===== src/rtl/wdt_pkg.sv =====
package wdt_pkg;

    localparam int NSLOT   = 5;
    localparam int SL_CTRL = 0;
    localparam int SL_CNT  = 1;
    localparam int SL_LOAD = 2;
    localparam int SL_TRIG = 3;
    localparam int SL_KEY  = 4;

    localparam logic [7:0] OFS_ID   = 8'h00;
    localparam logic [7:0] OFS_CTRL = 8'h24;
    localparam logic [7:0] OFS_CNT  = 8'h28;
    localparam logic [7:0] OFS_LOAD = 8'h2C;
    localparam logic [7:0] OFS_TRIG = 8'h30;
    localparam logic [7:0] OFS_PEND = 8'h34;
    localparam logic [7:0] OFS_KEY  = 8'h48;

    localparam logic [31:0] KEY_ARM_1    = 32'h0000_BBBB;
    localparam logic [31:0] KEY_ARM_2    = 32'h0000_4444;
    localparam logic [31:0] KEY_DISARM_1 = 32'h0000_AAAA;
    localparam logic [31:0] KEY_DISARM_2 = 32'h0000_5555;

    typedef enum logic [1:0] {
        KS_IDLE   = 2'd0,
        KS_ARM    = 2'd1,
        KS_DISARM = 2'd2
    } key_st_e;

    typedef struct packed {
        key_st_e st;
        logic    en;
    } key_state_t;

    function automatic logic [7:0] slot_ofs(input int idx);
        case (idx)
            SL_CTRL: slot_ofs = OFS_CTRL;
            SL_CNT:  slot_ofs = OFS_CNT;
            SL_LOAD: slot_ofs = OFS_LOAD;
            SL_TRIG: slot_ofs = OFS_TRIG;
            default: slot_ofs = OFS_KEY;
        endcase
    endfunction

endpackage


===== src/rtl/wdt_post_slot.sv =====
module wdt_post_slot #(
    parameter int DW   = 32,
    parameter int HOLD = 2
) (
    input  logic          clk,
    input  logic          rst_n,
    input  logic          tick,
    input  logic          wr,
    input  logic [DW-1:0] wdata,
    output logic          pend,
    output logic          commit,
    output logic [DW-1:0] data
);
    localparam int HW = $clog2(HOLD + 1);

    typedef struct packed {
        logic          pend;
        logic [HW-1:0] left;
        logic [DW-1:0] data;
    } slot_t;

    slot_t st_d, st_q;

    always_comb begin
        st_d   = st_q;
        commit = 1'b0;
        if (wr) begin
            st_d.pend = 1'b1;
            st_d.left = HW'(HOLD);
            st_d.data = wdata;
        end else if (st_q.pend && tick) begin
            if (st_q.left == HW'(1)) begin
                st_d.pend = 1'b0;
                st_d.left = '0;
                commit    = 1'b1;
            end else begin
                st_d.left = st_q.left - HW'(1);
            end
        end
    end

    always_ff @(posedge clk) begin
        if (!rst_n) st_q <= '0;
        else        st_q <= st_d;
    end

    assign pend = st_q.pend;
    assign data = st_q.data;
endmodule


===== src/rtl/wdt_prescale.sv =====
module wdt_prescale #(
    parameter int PTV_W = 3
) (
    input  logic             clk,
    input  logic             rst_n,
    input  logic             tick,
    input  logic             run,
    input  logic             clr,
    input  logic             pre_en,
    input  logic [PTV_W-1:0] ptv,
    output logic             step
);
    localparam int CW = (1 << PTV_W) - 1;

    logic [CW-1:0] cnt_d, cnt_q;
    logic [CW:0]   lim;

    always_comb begin
        lim   = ((CW + 1)'(1) << ptv) - (CW + 1)'(1);
        step  = tick && run && (!pre_en || (cnt_q == lim[CW-1:0]));
        cnt_d = cnt_q;
        if (!run || clr)     cnt_d = '0;
        else if (step)       cnt_d = '0;
        else if (tick)       cnt_d = cnt_q + CW'(1);
    end

    always_ff @(posedge clk) begin
        if (!rst_n) cnt_q <= '0;
        else        cnt_q <= cnt_d;
    end
endmodule


===== src/rtl/wdt_keyseq.sv =====
module wdt_keyseq
    import wdt_pkg::*;
#(
    parameter int DW = 32
) (
    input  logic          clk,
    input  logic          rst_n,
    input  logic          commit,
    input  logic [DW-1:0] word,
    output logic          en
);
    key_state_t ks_d, ks_q;

    always_comb begin
        ks_d = ks_q;
        if (commit) begin
            if (word == DW'(KEY_ARM_1)) begin
                ks_d.st = KS_ARM;
            end else if (word == DW'(KEY_DISARM_1)) begin
                ks_d.st = KS_DISARM;
            end else if (ks_q.st == KS_ARM && word == DW'(KEY_ARM_2)) begin
                ks_d.st = KS_IDLE;
                ks_d.en = 1'b1;
            end else if (ks_q.st == KS_DISARM && word == DW'(KEY_DISARM_2)) begin
                ks_d.st = KS_IDLE;
                ks_d.en = 1'b0;
            end else begin
                ks_d.st = KS_IDLE;
            end
        end
    end

    always_ff @(posedge clk) begin
        if (!rst_n) ks_q <= '{st: KS_IDLE, en: 1'b0};
        else        ks_q <= ks_d;
    end

    assign en = ks_q.en;
endmodule


===== src/rtl/wdog_keyed.sv =====
module wdog_keyed
    import wdt_pkg::*;
#(
    parameter int         CNT_W  = 32,
    parameter int         AW     = 8,
    parameter int         DW     = 32,
    parameter int         PTV_W  = 3,
    parameter int         HOLD   = 2,
    parameter logic [7:0] REV_ID = 8'h31
) (
    input  logic          clk,
    input  logic          rst_n,
    input  logic          tick,
    input  logic          bus_valid,
    input  logic          bus_write,
    input  logic [AW-1:0] bus_addr,
    input  logic [DW-1:0] bus_wdata,
    output logic [DW-1:0] bus_rdata,
    output logic          wd_rst
);
    localparam int PTV_LSB = 2;
    localparam int PRE_BIT = PTV_LSB + PTV_W;

    typedef struct packed {
        logic [CNT_W-1:0] cnt;
        logic [CNT_W-1:0] load;
        logic [DW-1:0]    trig;
        logic [DW-1:0]    key_last;
        logic             pre_en;
        logic [PTV_W-1:0] ptv;
        logic             pulse;
        logic [DW-1:0]    rdata;
    } core_t;

    core_t st_d, st_q;

    logic [NSLOT-1:0] wr_sel;
    logic [NSLOT-1:0] pend;
    logic [NSLOT-1:0] commit;
    logic [PTV_W:0]   ctrl_data;
    logic [CNT_W-1:0] cnt_data;
    logic [CNT_W-1:0] load_data;
    logic [DW-1:0]    trig_data;
    logic [DW-1:0]    key_data;
    logic             key_en;
    logic             step;
    logic [DW-1:0]    rd_mux;

    for (genvar g = 0; g < NSLOT; g++) begin : g_slot
        localparam logic [AW-1:0] SOFS = AW'(slot_ofs(g));
        assign wr_sel[g] = bus_valid && bus_write && (bus_addr == SOFS);
        if (g == SL_CTRL) begin : g_ctrl
            wdt_post_slot #(.DW(PTV_W + 1), .HOLD(HOLD)) u_slot (
                .clk(clk), .rst_n(rst_n), .tick(tick), .wr(wr_sel[g]),
                .wdata(bus_wdata[PRE_BIT:PTV_LSB]),
                .pend(pend[g]), .commit(commit[g]), .data(ctrl_data));
        end else if (g == SL_CNT) begin : g_cnt
            wdt_post_slot #(.DW(CNT_W), .HOLD(HOLD)) u_slot (
                .clk(clk), .rst_n(rst_n), .tick(tick), .wr(wr_sel[g]),
                .wdata(bus_wdata[CNT_W-1:0]),
                .pend(pend[g]), .commit(commit[g]), .data(cnt_data));
        end else if (g == SL_LOAD) begin : g_load
            wdt_post_slot #(.DW(CNT_W), .HOLD(HOLD)) u_slot (
                .clk(clk), .rst_n(rst_n), .tick(tick), .wr(wr_sel[g]),
                .wdata(bus_wdata[CNT_W-1:0]),
                .pend(pend[g]), .commit(commit[g]), .data(load_data));
        end else if (g == SL_TRIG) begin : g_trig
            wdt_post_slot #(.DW(DW), .HOLD(HOLD)) u_slot (
                .clk(clk), .rst_n(rst_n), .tick(tick), .wr(wr_sel[g]),
                .wdata(bus_wdata),
                .pend(pend[g]), .commit(commit[g]), .data(trig_data));
        end else begin : g_key
            wdt_post_slot #(.DW(DW), .HOLD(HOLD)) u_slot (
                .clk(clk), .rst_n(rst_n), .tick(tick), .wr(wr_sel[g]),
                .wdata(bus_wdata),
                .pend(pend[g]), .commit(commit[g]), .data(key_data));
        end
    end

    wdt_keyseq #(.DW(DW)) u_keys (
        .clk(clk), .rst_n(rst_n), .commit(commit[SL_KEY]),
        .word(key_data), .en(key_en));

    wdt_prescale #(.PTV_W(PTV_W)) u_pre (
        .clk(clk), .rst_n(rst_n), .tick(tick), .run(key_en),
        .clr(commit[SL_CTRL]), .pre_en(st_q.pre_en), .ptv(st_q.ptv),
        .step(step));

    always_comb begin
        rd_mux = '0;
        if (bus_addr == AW'(OFS_ID))        rd_mux = DW'(REV_ID);
        else if (bus_addr == AW'(OFS_CTRL)) rd_mux = DW'({st_q.pre_en, st_q.ptv}) << PTV_LSB;
        else if (bus_addr == AW'(OFS_CNT))  rd_mux = DW'(st_q.cnt);
        else if (bus_addr == AW'(OFS_LOAD)) rd_mux = DW'(st_q.load);
        else if (bus_addr == AW'(OFS_TRIG)) rd_mux = st_q.trig;
        else if (bus_addr == AW'(OFS_PEND)) rd_mux = DW'(pend);
        else if (bus_addr == AW'(OFS_KEY))  rd_mux = st_q.key_last;
    end

    always_comb begin
        st_d       = st_q;
        st_d.pulse = 1'b0;
        if (commit[SL_CTRL]) begin
            st_d.pre_en = ctrl_data[PTV_W];
            st_d.ptv    = ctrl_data[PTV_W-1:0];
        end
        if (commit[SL_LOAD]) st_d.load     = load_data;
        if (commit[SL_KEY])  st_d.key_last = key_data;
        if (commit[SL_TRIG]) st_d.trig     = trig_data;
        if (commit[SL_CNT]) begin
            st_d.cnt = cnt_data;
        end else if (commit[SL_TRIG] && (trig_data != st_q.trig)) begin
            st_d.cnt = st_q.load;
        end else if (step) begin
            if (&st_q.cnt) begin
                st_d.cnt   = st_q.load;
                st_d.pulse = 1'b1;
            end else begin
                st_d.cnt = st_q.cnt + CNT_W'(1);
            end
        end
        if (bus_valid && !bus_write) st_d.rdata = rd_mux;
    end

    always_ff @(posedge clk) begin
        if (!rst_n) st_q <= '0;
        else        st_q <= st_d;
    end

    assign bus_rdata = st_q.rdata;
    assign wd_rst    = st_q.pulse;
endmodule


===== config.mk =====
export PLATFORM = sky130hd
export DESIGN_NAME = wdog_keyed
export DESIGN_NICKNAME = d
export VERILOG_FILES = /design/src/rtl/wdt_pkg.sv /design/src/rtl/wdt_post_slot.sv /design/src/rtl/wdt_prescale.sv /design/src/rtl/wdt_keyseq.sv /design/src/rtl/wdog_keyed.sv
export SDC_FILE = /design/constraint.sdc
export NUM_CORES = 1
export LEC_CHECK = 0
export ABC_AREA = 1
export CORE_ASPECT_RATIO = 1.1
export CORE_MARGIN = 4
export CORE_UTILIZATION = 60
export DETAILED_ROUTE_END_ITERATION = 16
export GPL_TIMING_DRIVEN = 0
export HOLD_SLACK_MARGIN = 0.12
export PLACE_DENSITY_LB_ADDON = 0.08
export REMOVE_ABC_BUFFERS = 1
export SYNTH_ARGS = -nofsm -noshare
export SYNTH_HDL_FRONTEND = slang
export SYNTH_SLANG_ARGS = --single-unit

===== constraint.sdc =====
create_clock -name clk -period 3.7 [get_ports clk]
set_input_delay 0.74 -clock clk [delete_from_list [all_inputs] [get_ports clk]]
set_output_delay 0.74 -clock clk [all_outputs]
set_load 0.02 [all_outputs]

==> results.md, run 1 <==
- Dividing the detail-routed wire length by the instance count gives 19.5 um.
- The multiplexer share of the synthesized area is 0.
- The run finished with clean final reports.
- The setup-violating endpoint count in the final report is 0.
- After clock tree synthesis, the clock-pin slew on the worst setup and hold paths is 60 ps.
- For the worst setup path, the data required time is 4100 ps.
- After synthesis the netlist holds a flip-flop and latch count of 322.
- The die boundary width is 160 um.
- The cell area after synthesis is 15200 um2.
- The fraction of final layout cells sized beyond drive strength 1 is 0.0562.
- The chip height is 175 um.
- The clock tree from TritonCTS is yes.
- The count of cell types in the netlist is 48.
- The kind of end point of the critical path is a register.
- The final layout contains routed wiring with a total length of 48300 um.
- In this run, the number of DRC markers left after iteration 0 of detailed routing was 1643.
- The layout has 2143 filler cells.
- After synthesis, the largest family of logic cells by area is compound AO/OA/AOI/OAI gates.
- In this run the remaining antenna-violating nets after routing total 0.
- The ratio of total power to cell area is 427 nW/um2.
- Across the run, the number of max-cap violations was 0.
- For this design the static power due to leakage is 6.49 nW.
- The maximum fanout count along the critical path is 48.
- Broken down by cell family, the worst path's largest delay share belongs to simple AND/OR/NAND/NOR gates.
- The maximum count of clock buffers along a single path is 3.
- The complex-gate fraction of the synthesized area is 0.220.
- The register-to-register path setup slack is 820 ps.
- The core region is 24700 um2.
- The synthesized design contains 0 enable-type register cells.
- On the final layout, the worst clock skew is 15.3 ps.
- On the worst path, the slowest cell contributes a delay of 590 ps.
- The Yosys warning count is 0.
- The hold violation total from the final report was 0.
- During placement, the flow inserted port buffers numbering 77.
- Of the available clock period, the critical path in the final layout requires 0.944.
- The worst hold margin is 451 ps.
- The synthesized area per cell is 7.00 um2.
- Of the total synthesized cell area, the portion taken by XOR and XNOR cells is 0.0259.
- The insertion delay of the later-clocked pin in the worst-skew pair is 510 ps.
- The via count is 14.7k.
- The flip-flop and latch area is 6450 um2.
- The setup path with the least slack is of type primary input to register.
- The area of combinational cells with multiple inputs is 7330 um2.
- The max-slew violation count is 0.
- For the pin with the worst max-slew slack, the measured transition is 1200 ps.
- Clock tree synthesis inserted a total of 35 buffers.
- Walking the worst path, the cells encountered are clkdlybuf4s50_1 > inv_1 > nand2_1 > nor2_1 > nand2_4 > nor2_4 > nor2_4 > nand2_8 > nand3_4 > o21ai_0 > a21oi_1 > nor2_1.
- The total overflow left after global routing is 0.
- The final core area utilization is 0.692.
- The share of synthesized area in the top cell type comes to 0.424.
- At the end of routability-driven placement, the weighted congestion stood at 0.969.
- The relative max-transition margin is 0.196.
- Relative to the synthesized area, the layout overhead comes to 12.4%.
- Of the total synthesized cell area, the portion taken by full adders, half adders and majority gates is 0.00576.
- The via count of the first global-routing pass is 13.5k.
- The first global-routing pass estimated 74100 um of wire.
- The most common flop cell mapped by yosys is dfxtp_1.
- Dividing the detail-routed via count by the number of cells gives 5.94.
- At the worst endpoint, the arrival time is 3890 ps.
- The largest net degree at the start of global routing is 157.
- The initial utilization of the core area, before any placement, comes to 0.616.
- The number of I/O pins is 78.
- Clock tree synthesis found a total of 322 sinks.
- On the critical path, the stage with the largest delay is an instance of nor2_4.
- Of all flip-flops after synthesis, the portion carrying an async set or reset was 0.
- After detailed routing, the number of remaining DRC violations is 0.
- The critical path contains buffers and inverters numbering 2 combined.
- Row generation in the floorplan step produced 60 rows.
- The area of the die is 28000 um2.
- For this run, the detailed router's first-pass iteration total came to 5.
- The peak supply drop is 0.466 mV.
- The cell count after synthesis came out at 2172.
- For this run, the post-layout net count is 2199.
- Of the synthesized area, sequential elements account for 0.424.
- STA classifies the critical path startpoint as a primary input.
- The level count of the clock H-tree is 2.
- The tightest min-delay check is of the register to register type.
- The leading area contributor after synthesis is dfxtp_1.
- The initial antenna violation count came to 0.
- Setup repair after global routing left no endpoint under its margin.
- The fraction of the mapped netlist area in simple logic gates is 0.218.
- The number of antenna diodes is 0.
- Ranked by total cell area, the synthesized netlist is headed by dfxtp_1 42%, o21ai_0 10%, nand2_1 9.5%, a21oi_1 8.1%, nor2_1 6.5%.
- The global-route usage over all layers is 0.329.
- After legalization and detailed placement, the total HPWL measured 28900 um.
- The tree is rooted in a clkbuf_16.
- The shortest period the worst path allows is 3490 ps.
- The achievable clock frequency is 286 MHz.
[report_power, final]
part           total [W]  leakage, nW  internal [W]  switching (W)
clock            0.00359        0.581       0.00219        0.00139
sequential       0.00347         2.59       0.00347     0.00000179
combinational   0.000230         3.32     0.0000770       0.000153
total            0.00729         6.49       0.00574        0.00155
[registers in the layout (all words and copies together), names as in the netlist, 4 cells and up]
signal and count:
bus_rdata 32, g_slot.g_cnt.u_slot.data 32, g_slot.g_ctrl.u_slot.data 4, g_slot.g_key.u_slot.data 32, g_slot.g_load.u_slot.data 32, g_slot.g_trig.u_slot.data 32, st_q 132, u_pre.cnt_q 7
[cell usage after synthesis (3+ instances only)]
| cell type | count |
|---|---|
| buf_6 | 4 |
| nor2_1 | 262 |
| nand2_2 | 10 |
| inv_1 | 200 |
| o21ai_1 | 17 |
| nand3b_1 | 3 |
| buf_2 | 34 |
| dfxtp_1 | 322 |
| nor3_2 | 3 |
| nor2_2 | 5 |
| a211oi_1 | 5 |
| nor4_1 | 7 |
| xnor2_1 | 30 |
| inv_2 | 12 |
| clkinv_1 | 3 |
| o211ai_1 | 10 |
| ha_1 | 7 |
| nand2_1 | 386 |
| o21ai_0 | 305 |
| a21oi_1 | 246 |
| clkbuf_1 | 76 |
| o22ai_1 | 23 |
| nand4_1 | 19 |
| nand3_1 | 68 |
| xor2_1 | 15 |
| o221ai_1 | 18 |
| nor2_4 | 3 |
| buf_4 | 37 |
| nor3_1 | 19 |
[cells in the final DEF, fill, tap and decap left out, types with 3 or more instances in the layout]
cell               n
a211oi_1           5
a21oi_1          246
buf_16             3
buf_4              4
bufinv_16          3
clkbuf_1           8
clkbuf_16         37
clkbuf_8           8
clkdlybuf4s50_1   76
clkinv_2           5
clkinvlp_4         3
dfxtp_1          322
ha_1               7
inv_1            198
inv_2             11
nand2_1          382
nand2_2            6
nand2_4            6
nand2_8            5
nand3_1           68
nand3_4            4
nand3b_1           3
nand4_1           19
nor2_1           262
nor2_2             7
nor2_4             4
nor3_1            19
nor4_1             6
o211ai_1          10
o21ai_0          305
o21ai_1           17
o221ai_1          18
o22ai_1           23
xnor2_1           30
xor2_1            15
[stage by stage]
step / std cells / setup slack [ps] / total power, W / setup TNS [ps] / cell area (um2)
5_1_grt: 2481 / 16.1 / 0.00747 / 0 / 17100
6_report: 2481 / 208 / 0.00729 / 0 / 17100
3_5_place_dp: 2408 / -2370 / 0.00376 / -322910 / 15700
2_1_floorplan: 2017 / -1020 / 0.00362 / -33250 / 14400
3_3_place_gp: 2404 / -8530 / 0.00378 / -1437510 / 15600
4_1_cts: 2478 / -108 / 0.00730 / -771 / 17000
[worst min-delay path, stage by stage, from the launching register on]
cell,delay [ps]
dfxtp_1,300
inv_1,50
a21oi_1,50
[final cells by class]
| cell class | instances | share of cell area |
|---|---|---|
| clock inverter | 8 | 0.00688 |
| multi-input combinational | 1486 | 0.429 |
| clock buffer | 53 | 0.0624 |
| tap | 310 | 0.0227 |
| sequential | 322 | 0.377 |
| timing repair inverter | 1 | 0.000293 |
| timing repair buffer | 85 | 0.0529 |
| inverter | 216 | 0.0487 |
[cells by family after synthesis]
kind of cell,Yosys count
and+or+nand+nor,793
AOI/OAI and AO/OA,634
buffers and inverters,371
DFF,322
xor gates and xnor gates,45
adders and majority gates,7
[worst paths after layout]
kind | cells past startpoint | end | start
max | 12 | st_q[133] | bus_addr[3]
min reg2reg | 2 | g_slot[1].g_cnt.u_slot.data[7] | g_slot[1].g_cnt.u_slot.data[7]
max reg2reg | 13 | st_q[154] | st_q[86]
min | 2 | g_slot[1].g_cnt.u_slot.data[7] | g_slot[1].g_cnt.u_slot.data[7]
[per-layer routing]
metal  global-route usage  wire length [um]  vias to the layer above
met1                0.445             20500                     6871
met2                0.527             21800                      654
li1                     -                 -                     7072
met5                    0                 0                        -
met3               0.0540              4000                      142
met4                0.133              2130                        0
[repair_timing]
| action | in CTS | in global routing |
|---|---|---|
| pin swaps | 5 | 3 |
| setup buffers | 3 | 1 |
| cloned | 6 | 2 |
| resized for setup | 15 | 10 |
| endpoints found under the setup margin | 256 | 97 |
| hold buffers | 0 | 0 |
Power figures use the tool's default switching activity.
==> run 2, diff against run 1 <==
--- a/config.mk
+++ b/config.mk
@@ -9,6 +9,8 @@
 export CORE_ASPECT_RATIO = 1.1
 export CORE_MARGIN = 4
 export CORE_UTILIZATION = 60
+export CTS_CLUSTER_DIAMETER = 150
+export CTS_CLUSTER_SIZE = 30
 export DETAILED_ROUTE_END_ITERATION = 16
 export GPL_TIMING_DRIVEN = 0
 export HOLD_SLACK_MARGIN = 0.12
==> run 2 against run 1 <==
Non-clock buffer count up 3; critical endpoint is now g_slot[3].g_trig.u_slot.data[8]; largest power group is now registers; worst setup slack worse by 47 ps; cell count decreased by 1.7%.
==> results.md, run 2 (synthesized netlist as in run 1, its figures left out) <==
- The run finished with clean final reports.
- The post-route clock period utilization is 0.956 (+0.0128).
- The chip height is 175 um (unchanged).
- The hold violation total from the final report is 0 (unchanged).
- More flip-flops sit in one register than any other, and that register is st_q.
- The core area came to 24700 um2 (unchanged).
- The arrival time at the worst endpoint was 3930 ps (+40 ps).
- The master of the slowest instance on the critical path is clkinv_2.
- The max-slew violation count is 0 (unchanged).
- The number of detailed-routing iterations run before antenna repair was 7 (+2).
- The internal power of the cells is 0.00429 W (-25%).
- The setup-violating endpoint count in the final report is 0 (unchanged).
- The setup path with the least slack is of type primary input to register.
- The ratio of total power to cell area is 341 nW/um2 (-20%).
- The remaining antenna violation count after routing is 0 (unchanged).
- The design area is 16300 um2 (-4.5%).
- The post-placement worst setup slack is -2370 ps (unchanged).
- The peak supply drop came to 0.361 mV (-23%).
- The final clock skew is 18.3 ps (+3.02 ps).
- The slack of the critical path is 161 ps (-47.2 ps).
- The layout overhead on the synthesized area is 7.30%.
- The die boundary width is 160 um (unchanged).
- The number of filler instances in the final layout was 2261 (+5.5%).
- The portion of total power attributed to sequential cells is 0.623 (+0.147).
- The number of hold buffers added after cts is 0 (unchanged).
- The type of element launching the critical path is a primary input.
- The number of max-cap violations came to 0 (unchanged).
- The area of combinational cells with multiple inputs was 7330 um2 (unchanged).
- The transition time at the pin with the least slew margin is 1250 ps (+47.5 ps).
- The sum of overflow across all layers after global routing is 0 (unchanged).
- The worst setup path is captured at a register.
- The global-route usage over all layers is 0.315 (-0.0134).
- Traced cell by cell, the critical path runs through clkdlybuf4s50_1 > nand2_1 > nor2_1 > nand2_4 > nor2_4 > buf_4 > clkinv_2 > o21ai_0 > a21oi_1.
- Leaving out fill and tap cells, the most frequent cells in the layout are 382 x nand2_1, 322 x dfxtp_1, 305 x o21ai_0.
- The clock tree from TritonCTS is yes.
- The tightest min-delay check is of the register to register type.
- The required time of the critical path is 4090 ps (about the same).
- The post-detailed-placement cell area is 15700 um2 (unchanged).
- The worst hold margin is 459 ps (+8.21 ps).
- The switching power total is 0.00128 W (-17%).
- The level count of the clock H-tree was 1 (-1).
- The number of buffers added by the clock tree synthesis step is 14 (-60%).
- The number of flip-flops in the largest register was 132 (unchanged).
- The routed length on met1 is 20400 um (-0.39%).
- The part of the power in combinational logic is 0.042 (+0.010).
- The area of the die came to 28000 um2 (unchanged).
- The final estimated routing congestion in global placement was 0.969 (unchanged).
- The number of I/O pins is 78 (unchanged).
- Setup repair after global routing left no endpoint under its margin.
- The largest net degree at the start of global routing is 157 (unchanged).
- The flip-flop and latch area is 6450 um2 (unchanged).
- The relative contribution of the clock network to total power is 0.335 (-0.157).
- The count of routing violations after the opening detailed-route iteration is 1664 (+1.3%).
- The static leakage was 6.12 nW (-5.7%).
- The via count of the first global-routing pass came to 13.1k (-3.0%).
- The top routing layer in use is met5.
- The insertion delay of the later-clocked pin in the worst-skew pair is 530 ps (+20 ps).
- The post-detailed-routing wire length is 47400 um (-1.9%).
- The clock edge transition at the registers on the reported setup and hold paths came to 110 ps (+50 ps).
- The detailed placer's ending HPWL is 28900 um (unchanged).
- The initial core utilization is 0.616 (unchanged).
- The shortest period the worst path allows is 3540 ps (+47.2 ps).
- The total power was 0.00557 W (-24%).
- The via density per instance is 5.98 (+0.60%).
- The peak per-stage delay on the critical path is 620 ps (+30 ps).
- The maximum fanout count along the critical path is 46 (-4.2%).
- The remaining design rule violation count is 0 (unchanged).
- The achievable clock frequency was 283 MHz (-1.3%).
- The count of input and output buffers is 77 (unchanged).
- The initial antenna violation count is 1 (+1).
- The via count is 14.6k (-1.1%).
- The library cell used most frequently in the layout, excluding fill and tap cells, is nand2_1.
- The count of standard-cell rows is 60 (unchanged).
- The relative max-transition margin is 0.160 (-0.0360).
- The maximum count of clock buffers along a single path was 3 (unchanged).
- The count of nets after finishing was 2181 (-0.82%).
- The fraction of final layout cells sized beyond drive strength 1 was 0.0409 (-0.0153).
- The clock sink count came to 322 (unchanged).
- The aggregate negative setup slack is 0 ps (unchanged).
- The detailed-routed wire length on met2 is 21400 um (-1.7%).
- The wire length on met3 is 4020 um (+0.55%).
- The average wire per cell in the routed design is 19.5 um (-0.17%).
- The global-route wire length before repair is 71800 um (-3.1%).
- The number of antenna diodes is 0 (unchanged).
- The fraction of power spent switching nets is 0.230 (+0.0173).
- The CTS root buffer is clkbuf_16.
## run 2: layout make-up
class | instances | share of cell area
Clock buffer | 15 | 0.0230
Clock inverter | 1 | 0.000537
Inverter | 216 | 0.0506
Multi-Input combinational cell | 1486 | 0.449
Sequential cell | 322 | 0.395
Tap cell | 310 | 0.0238
Timing Repair Buffer | 88 | 0.0576
Timing Repair inverter | 1 | 0.000307
## run 2: per-layer routing
| metal | GRT usage | vias to the layer above |
|---|---|---|
| met5 | 0 | - |
| met4 | 0.0896 | 2 |
| met3 | 0.0361 | 120 |
| met2 | 0.519 | 662 |
| met1 | 0.442 | 6782 |
| li1 | - | 7011 |
## run 2: what timing repair did
item	CTS	global route
gates cloned	4	4
resized for setup	15	7
setup endpoints to repair	255	109
buffers inserted	2	5
pin swaps	5	5
## run 2: final timing paths
check                                        start                         endpoint  slack [ps]  cells past startpoint
hold reg to reg    g_slot[1].g_cnt.u_slot.data[16]  g_slot[1].g_cnt.u_slot.data[16]         460                      2
hold / removal     g_slot[1].g_cnt.u_slot.data[16]  g_slot[1].g_cnt.u_slot.data[16]         460                      2
setup / recovery                       bus_addr[4]  g_slot[3].g_trig.u_slot.data[8]         160                      9
setup reg to reg  g_slot[3].g_trig.u_slot.data[15]                        st_q[154]         820                     11
## run 2: power by group through the flow
stage / sequential [W] / clock [W] / combinational (W)
after floorplan: 0.00355 / 0 / 0.0000709
after detailed placement: 0.00355 / 0 / 0.000215
after global routing: 0.00347 / 0.00198 / 0.000248
after global placement: 0.00355 / 0 / 0.000228
final: 0.00347 / 0.00186 / 0.000232
after CTS: 0.00347 / 0.00187 / 0.000219
## run 2: worst max-delay path, delay by kind of cell
| family | cells | cell delay [ps] |
|---|---|---|
| AOI/OAI and AO/OA | 2 | 470 |
| and+or+nand+nor | 4 | 1110 |
| buffers and inverters | 3 | 1480 |
## run 2: per-stage QoR
step	utilization	instances
after floorplan	-	2017
after global placement	0.630	2404
after detailed placement	0.635	2408
after CTS	0.655	2430
after global routing	0.661	2439
final	0.661	2439
